===== config.mk =====
export PLATFORM = sky130hd
export DESIGN_NAME = conv_trigger_ctrl
export DESIGN_NICKNAME = d
export VERILOG_FILES = /design/src/rtl/conv_trig_pkg.sv /design/src/rtl/trig_datapath.sv /design/src/rtl/trig_control.sv /design/src/rtl/conv_trigger_ctrl.sv
export SDC_FILE = /design/constraint.sdc
export NUM_CORES = 1
export LEC_CHECK = 0
export ABC_AREA = 1
export BUFFER_PORTS_ARGS = -buffer_cell sky130_fd_sc_hd__buf_2
export CORE_MARGIN = 2
export CORE_UTILIZATION = 30
export DETAILED_ROUTE_END_ITERATION = 10
export GPL_ROUTABILITY_DRIVEN = 1
export SLEW_MARGIN = 10
export SYNTH_ARGS = -nofsm -noshare
export SYNTH_HDL_FRONTEND = slang
export SYNTH_SLANG_ARGS = --single-unit

===== constraint.sdc =====
create_clock -name clk -period 1.6 [get_ports clk]
set_input_delay 0.08 -clock clk [delete_from_list [all_inputs] [get_ports clk]]
set_output_delay 0.08 -clock clk [all_outputs]
set_load 0.02 [all_outputs]

===== src/rtl/conv_trig_pkg.sv =====
package conv_trig_pkg;
  typedef enum logic [1:0] {
    MODE_SW        = 2'b00,
    MODE_PIN_EDGE  = 2'b01,
    MODE_RSVD      = 2'b10,
    MODE_PIN_TIMED = 2'b11
  } trig_mode_e;

  typedef enum logic [1:0] {
    ST_IDLE = 2'b00,
    ST_ACQ  = 2'b01,
    ST_CONV = 2'b10
  } ctl_state_e;

  // Strobes from control to datapath
  typedef struct packed {
    logic cntClr;
    logic cntRun;
  } dp_ctl_t;
endpackage


===== src/rtl/trig_datapath.sv =====
module trig_datapath
  import conv_trig_pkg::*;
#(
  parameter int ACQ_CYCLES  = 16,
  parameter int SYNC_STAGES = 2
) (
  input  logic    clk,
  input  logic    rstN,
  input  logic    cnvPinN,
  input  dp_ctl_t dpCtl,
  output logic    pinFall,
  output logic    pinRise,
  output logic    acqCntDone
);
  localparam int CNT_W = $clog2(ACQ_CYCLES + 1);
  localparam logic [CNT_W-1:0] CNT_LAST = CNT_W'(ACQ_CYCLES - 1);

  logic [SYNC_STAGES-1:0] syncQ;
  logic pinPrev;
  logic [CNT_W-1:0] acqCnt;

  // Synchronizer chain, idle level high
  generate
    for (genvar i = 0; i < SYNC_STAGES; i++) begin : g_sync
      always_ff @(posedge clk or negedge rstN) begin
        if (!rstN) syncQ[i] <= 1'b1;
        else if (i == 0) syncQ[i] <= cnvPinN;
        else syncQ[i] <= syncQ[(i == 0) ? 0 : i-1];
      end
    end
  endgenerate

  always_ff @(posedge clk or negedge rstN) begin
    if (!rstN) pinPrev <= 1'b1;
    else       pinPrev <= syncQ[SYNC_STAGES-1];
  end

  assign pinFall = pinPrev & ~syncQ[SYNC_STAGES-1];
  assign pinRise = ~pinPrev & syncQ[SYNC_STAGES-1];

  always_ff @(posedge clk or negedge rstN) begin
    if (!rstN)             acqCnt <= '0;
    else if (dpCtl.cntClr) acqCnt <= '0;
    else if (dpCtl.cntRun) acqCnt <= acqCnt + 1'b1;
  end

  assign acqCntDone = (acqCnt == CNT_LAST);
endmodule


===== src/rtl/trig_control.sv =====
module trig_control
  import conv_trig_pkg::*;
(
  input  logic       clk,
  input  logic       rstN,
  input  logic [1:0] clkMode,
  input  logic       swStart,
  input  logic       contEn,
  input  logic       convDone,
  input  logic       pinFall,
  input  logic       pinRise,
  input  logic       acqCntDone,
  output dp_ctl_t    dpCtl,
  output logic       acqStart,
  output logic       acqEnd,
  output logic       convStart,
  output logic       busy,
  output logic       modeErr
);
  ctl_state_e state;
  logic pinTimed;
  logic trigHit;
  logic acqOver;

  always_comb begin
    unique case (clkMode)
      MODE_SW:        trigHit = swStart | contEn;
      MODE_PIN_EDGE:  trigHit = pinFall;
      MODE_PIN_TIMED: trigHit = pinFall;
      default:        trigHit = 1'b0;
    endcase
  end

  assign acqOver = pinTimed ? pinRise : acqCntDone;

  always_comb begin
    dpCtl.cntClr = (state != ST_ACQ);
    dpCtl.cntRun = (state == ST_ACQ) && !pinTimed;
  end

  always_ff @(posedge clk or negedge rstN) begin
    if (!rstN) begin
      state     <= ST_IDLE;
      pinTimed  <= 1'b0;
      acqStart  <= 1'b0;
      acqEnd    <= 1'b0;
      convStart <= 1'b0;
      modeErr   <= 1'b0;
    end else begin
      acqStart  <= 1'b0;
      acqEnd    <= 1'b0;
      convStart <= 1'b0;
      modeErr   <= (clkMode == MODE_RSVD);
      unique case (state)
        ST_IDLE: if (trigHit) begin
          state    <= ST_ACQ;
          acqStart <= 1'b1;
          pinTimed <= (clkMode == MODE_PIN_TIMED);
        end
        ST_ACQ: if (acqOver) begin
          state     <= ST_CONV;
          acqEnd    <= 1'b1;
          convStart <= 1'b1;
        end
        ST_CONV: if (convDone) state <= ST_IDLE;
        default: state <= ST_IDLE;
      endcase
    end
  end

  assign busy = (state != ST_IDLE);
endmodule


===== src/rtl/conv_trigger_ctrl.sv =====
module conv_trigger_ctrl
  import conv_trig_pkg::*;
#(
  parameter int ACQ_CYCLES  = 16,
  parameter int SYNC_STAGES = 2
) (
  input  logic       clk,
  input  logic       rstN,
  input  logic [1:0] clkMode,
  input  logic       swStart,
  input  logic       contEn,
  input  logic       cnvPinN,
  input  logic       convDone,
  output logic       acqStart,
  output logic       acqEnd,
  output logic       convStart,
  output logic       busy,
  output logic       modeErr
);
  dp_ctl_t dpCtl;
  logic pinFall, pinRise, acqCntDone;

  trig_datapath #(.ACQ_CYCLES(ACQ_CYCLES), .SYNC_STAGES(SYNC_STAGES)) u_dp (
    .clk(clk), .rstN(rstN), .cnvPinN(cnvPinN), .dpCtl(dpCtl),
    .pinFall(pinFall), .pinRise(pinRise), .acqCntDone(acqCntDone)
  );

  trig_control u_ctl (
    .clk(clk), .rstN(rstN), .clkMode(clkMode), .swStart(swStart),
    .contEn(contEn), .convDone(convDone), .pinFall(pinFall),
    .pinRise(pinRise), .acqCntDone(acqCntDone), .dpCtl(dpCtl),
    .acqStart(acqStart), .acqEnd(acqEnd), .convStart(convStart),
    .busy(busy), .modeErr(modeErr)
  );
endmodule


Word level (Yosys, flattened, before mapping)
Index checks and enable logic that the tools add are counted.

Flip-flop bits (word level): 14.

Eq/ne operators: 10. Reduce and logical (&&, ||, !) cells: 9. Muxes and demuxes: 12. Add/subtract/negate cells: 1. Bitwise logic cells: 5.

Operators with widths (count): 2-to-1 mux 5 bit (2); equality test 2 bit, second input constant (3); 2-to-1 mux 2 bit (3); inequality test 2 x 1 -> 1 bit, second input constant (3); case mux 2 bit (3 select lines) (1); adder 5 x 1 -> 5 bit, second input constant (1); equality test 5 x 4 -> 1 bit, second input constant (1); 2-to-1 mux 1 bit (5); equality test 2 x 1 -> 1 bit, second input constant (2); zero test 2 bit (2); nonzero test 2 bit (2); AND reduction 3 bit (1); AND 1 bit (2); inequality test 2 bit, second input constant (1); NOT 1 bit (2); case mux 1 bit (2 select lines) (1); AND reduction 2 bit (1); OR reduction 2 bit (1); logical AND 1 bit (1); zero test 1 bit (1); OR 1 bit (1).

Logic depth before layout (Yosys ltp)
Depth in word-level cells: 5. Gate-level depth with buffers: 8. Gate-level depth less buffers: 8.

Hierarchy
Synthesis repeated with hierarchy kept, for this count alone.

Cell total of the unflattened synthesis: 72. Area, all modules: 630.6 um^2.

Modules (own cells, without submodules): trig_datapath (area an instance 357.8 um^2, seq. area each 203.9 um^2, cells an instance 38, times used 1); trig_control (area an instance 272.8 um^2, seq. area each 150.1 um^2, cells an instance 34, times used 1).

Worst setup path before layout
Ideal clock, no wire load.

Kind: register to register. Start point: reg u_dp.acqCnt[0]. End point: reg u_dp.acqCnt[4]. Data required time: 1506 ps. Clock period less this slack: 1230 ps. Buffers on the path: 0. Setup time: 94 ps. Data arrival time: 1136 ps. Cell stages (with the launch flop): 6. Path slack: 370 ps. Path through: dfrtp_1 > ha_1 > nand2_1 > nor2_1 > ha_1 > a211oi_1.

Cells in the longest elaborated chain, start to end: 3.

Ends and longest elaborated chain: start: declaration (line trig_datapath.sv:20) `logic [CNT_W-1:0] acqCnt;`; start signal: assignment (line trig_datapath.sv:44) `else if (dpCtl.cntRun) acqCnt <= acqCnt + 1'b1;`; adder 5 x 1 -> 5 bit (line trig_datapath.sv:44); 2-to-1 mux 5 bit (line trig_datapath.sv:44); 2-to-1 mux 5 bit (line trig_datapath.sv:43) `else if (dpCtl.cntClr) acqCnt <= '0;`.

No other way between the ends. The select of a mux whose other input is x is not followed. A chain may end at the register's enable or synchronous reset.

Worst setup path in the final report
Ends and elaborated chain as after synthesis.

==> impl_metrics.py <==
metrics = {
    "run_status": {
        "status": "complete, no violations",
    },
    "synthesis": {
        "synth_area_per_cell_um2": 8.62,
        "synth_mux_area_frac": 0,
        "number_of_flops_mapped_to_enable_cells_by_yosys": 0,
        "post_synth_fa_ha_maj_area_fraction": 0.0409,
        "post_synthesis_share_of_cell_area_spent_on_xor_and_xnor_gates": 0,
        "synth_top_family_by_area": "simple AND/OR/NAND/NOR gates",
        "warnings_synthesis": 0,
        "synthTopCellsByCount": "20 x sky130_fd_sc_hd__nand2_1, 11 x sky130_fd_sc_hd__dfrtp_1, 11 x sky130_fd_sc_hd__inv_1, 9 x sky130_fd_sc_hd__nor2_1",
        "yosysMostFrequentCell": "sky130_fd_sc_hd__nand2_1",
        "yosys-top-cells-area": "sky130_fd_sc_hd__dfrtp_1 45%, sky130_fd_sc_hd__dfstp_2 13%, sky130_fd_sc_hd__nand2_1 12%",
        "synth_async_sr_flop_share": 1.00,
        "post_synth_num_cell_types": 15,
        "synthesis.nets": 81,
        "yosys.area.top_type": "sky130_fd_sc_hd__dfrtp_1",
        "syn_inst": 71,
        "synthesized_flop_and_latch_total": 14,
        "synthDominantCellAreaShare": 0.450,
        "seq_area_frac_synth": 0.579,
        "synthesized_area_fraction_occupied_by_ao_oa_aoi_and_oai_cells": 0.0532,
        "postSynth.topFlopCell": "sky130_fd_sc_hd__dfrtp_1",
        "synth_simple_gate_area_share": 0.235,
        "syn-cell-area_um2": 612,
    },
    "setup_path": {
        "critPathSlowestCell": "sky130_fd_sc_hd__dfrtp_1",
        "endpoint_of_the_worst_register_to_register_path": "u_dp.acqCnt[4]$_DFFE_PN0P_",
        "setup.reg_to_reg.worst_slack_ns": 0.30,
        "critical_r2r_launch": "u_dp.acqCnt[0]$_DFFE_PN0P_",
        "worst_path_largest_cell_delay_ns": 0.42,
        "start_kind": "flip-flop",
        "reg2reg_depth": 5,
        "worstSetupEndpointType": "flip-flop",
        "crit_path_frequent_cell": "sky130_fd_sc_hd__ha_1",
        "cp_cell_sequence": "ha_1 -> nand2_1 -> nor2_1 -> ha_1 -> a211oi_1",
        "path_class": "reg -> reg",
        "critical_path.max_fanout": 3,
        "worstPathArrival_ns": 1.48,
        "worstPathRequired_ns": 1.79,
    },
    "sta": {
        "post-route-period-util": 0.811,
        "max_slew.worst_pin.slew_ns": 0.301,
        "timing_max_transition_violations_final": 0,
        "setup_viol_count_final": 0,
        "rsz_0062_raised_after_global_routing": "no",
        "max_freq_mhz": 771,
        "clock-skew-final_ns": 0.00874,
        "final.hold.worst_slack_ns": 0.0297,
        "final-hold-violation-count": 0,
        "maxSlewHeadroom": 0.799,
        "timing.setup.tns_ns": 0,
        "final.min_clock_period_ns": 1.30,
    },
    "cells_and_area": {
        "n_fill_cell": 205,
        "antenna_cells_inserted": 0,
        "fraction_of_final_layout_cells_sized_beyond_drive_strength_1": 0.256,
        "syn2layout_area_growth_pct": 24.9,
        "nNetsFinal": 101,
    },
    "drt": {
        "drt-total-wl_um": 901,
        "drtPass1Iterations": 2,
        "post-route-drc-count": 0,
        "viasPerCell": 3.95,
        "via_count": 462,
        "post_drt_wl_per_cell_um": 7.70,
        "initialDrtViolationCount": 5,
        "postRouteAntennaNets": 0,
    },
    "flow_run": {
        "timing.max_cap.violations": 0,
    },
    "placed_design": {
        "routabilityCongestion": 0.694,
        "dp.final_hpwl_um": 703,
        "port_buffers": 12,
    },
    "die": {
        "dieHeight_um": 49.2,
        "initial_core_util": 0.315,
        "row_count": 16,
        "ios": 13,
        "die_width_um": 49.2,
        "core_area_mm2": 0.00194,
        "floorplan.die_area_mm2": 0.00242,
    },
    "clock_tree": {
        "clock_path_buffers": 2,
        "numCtsBuffers": 3,
        "clock_tree_from_tritoncts": "done",
        "cts.sinks": 14,
        "clk_latency_ns": 0.27,
        "cts_max_level": 1,
        "clock_tree.root_cell": "sky130_fd_sc_hd__clkbuf_4",
        "clk_pin_slew_ns": 0.08,
    },
    "power": {
        "max-vdd-ir-drop_v": 0.000425,
        "power.internal_w": 0.000656,
        "switch_pwr_w": 0.000365,
        "power_density_mw_per_mm2": 1340,
        "power.leakage_nw": 0.418,
        "p_seq_frac": 0.486,
        "share_clk_of_total_power": 0.193,
        "power_frac_comb": 0.321,
        "switching_share": 0.358,
    },
    "grt": {
        "grt_max_degree": 15,
        "grt_overflow_total": 0,
        "grt_pass1_wl_um": 1800,
        "antenna_found_initial": 0,
        "first_global_vias": 455,
        "grt_util_all_layers": 0.0997,
    },
    "hold_path": {
        "hp-start": "clkMode[1]",
        "min_path_cells": 3,
        "hold_class": "in -> reg",
        "hold_end": "u_ctl.modeErr$_DFF_PN0_",
    },
}
==> cell usage in the layout (no fill, tap or decap) <==
master | netlist | final
sky130_fd_sc_hd__clkbuf_1 | 0 | 1
sky130_fd_sc_hd__inv_2 | 2 | 2
sky130_fd_sc_hd__nor2_2 | 2 | 2
sky130_fd_sc_hd__nand2_1 | 20 | 20
sky130_fd_sc_hd__clkbuf_4 | 0 | 3
sky130_fd_sc_hd__dfstp_2 | 3 | 3
sky130_fd_sc_hd__o21ai_1 | 3 | 3
sky130_fd_sc_hd__dlygate4sd3_1 | 0 | 4
sky130_fd_sc_hd__inv_1 | 11 | 11
sky130_fd_sc_hd__nor2_1 | 9 | 9
sky130_fd_sc_hd__a21oi_1 | 2 | 2
sky130_fd_sc_hd__nand2_2 | 1 | 1
sky130_fd_sc_hd__nand3_1 | 2 | 2
sky130_fd_sc_hd__dfrtp_1 | 11 | 11
sky130_fd_sc_hd__or2_1 | 1 | 1
sky130_fd_sc_hd__a211oi_1 | 1 | 1
sky130_fd_sc_hd__buf_2 | 0 | 12
sky130_fd_sc_hd__ha_1 | 2 | 2
==> cell families after synthesis <==
logic type | Yosys count
AO/OA/AOI/OAI | 6
flip-flops | 14
buffers and inverters | 14
adder cells (fa/ha/maj) | 2
AND/OR/NAND/NOR | 35
==> worst max-delay path, delay by kind of cell (launching register included) <==
kind / cells / cell delay, ns
simple gates: 2 / 0.10
fa+ha+maj: 2 / 0.48
compound gates: 1 / 0.22
flops: 1 / 0.42
==> stage by stage <==
stage | utilization | instance area, µm² | total power (W) | setup slack (ns) | cells
6_report | 0.394 | 764 | 0.00102 | 0.303 | 117
5_1_grt | 0.394 | 764 | 0.00113 | 0.193 | 117
4_1_cts | 0.394 | 764 | 0.00104 | 0.289 | 117
3_5_place_dp | 0.360 | 698 | 0.000831 | 0.308 | 109
3_3_place_gp | 0.360 | 698 | 0.000823 | 0.356 | 109
2_1_floorplan | - | 612 | 0.000744 | 0.370 | 71
==> power groups by stage <==
stage / clock (W) / sequential (W) / combinational, W
4_1_cts: 0.000213 / 0.000497 / 0.000334
6_report: 0.000197 / 0.000496 / 0.000328
2_1_floorplan: 0 / 0.000503 / 0.000241
3_3_place_gp: 0 / 0.000500 / 0.000324
3_5_place_dp: 0 / 0.000504 / 0.000326
5_1_grt: 0.000231 / 0.000512 / 0.000391
==> registers in the layout (all words and copies together), names as in the netlist <==
register and flops:
u_ctl.pinTimed 1, u_ctl.state 2, u_ctl.modeErr 1, u_ctl.acqEnd 1, u_dp.acqCnt 5, u_ctl.acqStart 1, u_dp.pinPrev 1, u_dp.syncQ 2
==> how the worst max path moves through the flow <==
stage	start	end	slack, ns	cells after the start
after global routing	u_dp.acqCnt[0]$_DFFE_PN0P_	u_dp.acqCnt[4]$_DFFE_PN0P_	0.19	5
after global placement	u_dp.acqCnt[0]$_DFFE_PN0P_	u_dp.acqCnt[4]$_DFFE_PN0P_	0.36	5
after floorplan	u_dp.acqCnt[0]$_DFFE_PN0P_	u_dp.acqCnt[4]$_DFFE_PN0P_	0.37	5
after detailed placement	u_dp.acqCnt[0]$_DFFE_PN0P_	u_dp.acqCnt[4]$_DFFE_PN0P_	0.31	5
final	u_dp.acqCnt[0]$_DFFE_PN0P_	u_dp.acqCnt[4]$_DFFE_PN0P_	0.30	5
after CTS	u_dp.acqCnt[0]$_DFFE_PN0P_	u_dp.acqCnt[4]$_DFFE_PN0P_	0.29	5
==> per-layer routing <==
metal | global-route usage | wire, µm
met4 | 0.0714 | 12
met2 | 0.151 | 417
met1 | 0.121 | 429
met3 | 0.0276 | 42
met5 | 0 | 0
==> timing repair <==
item,CTS,global route
gates resized for setup,0,0
setup buffers,0,0
hold buffers,4,0
hold endpoints to repair,17,0
==> layout make-up <==
type / count / area (µm²) / share of cell area
sequential: 14 / 354 / 0.463
clock buffer: 4 / 26.3 / 0.0344
timing repair buffer: 16 / 100 / 0.131
multi-input combinational: 43 / 201 / 0.264
tap: 27 / 33.8 / 0.0442
inverter: 13 / 48.8 / 0.0638
Power figures use the tool's default switching activity.
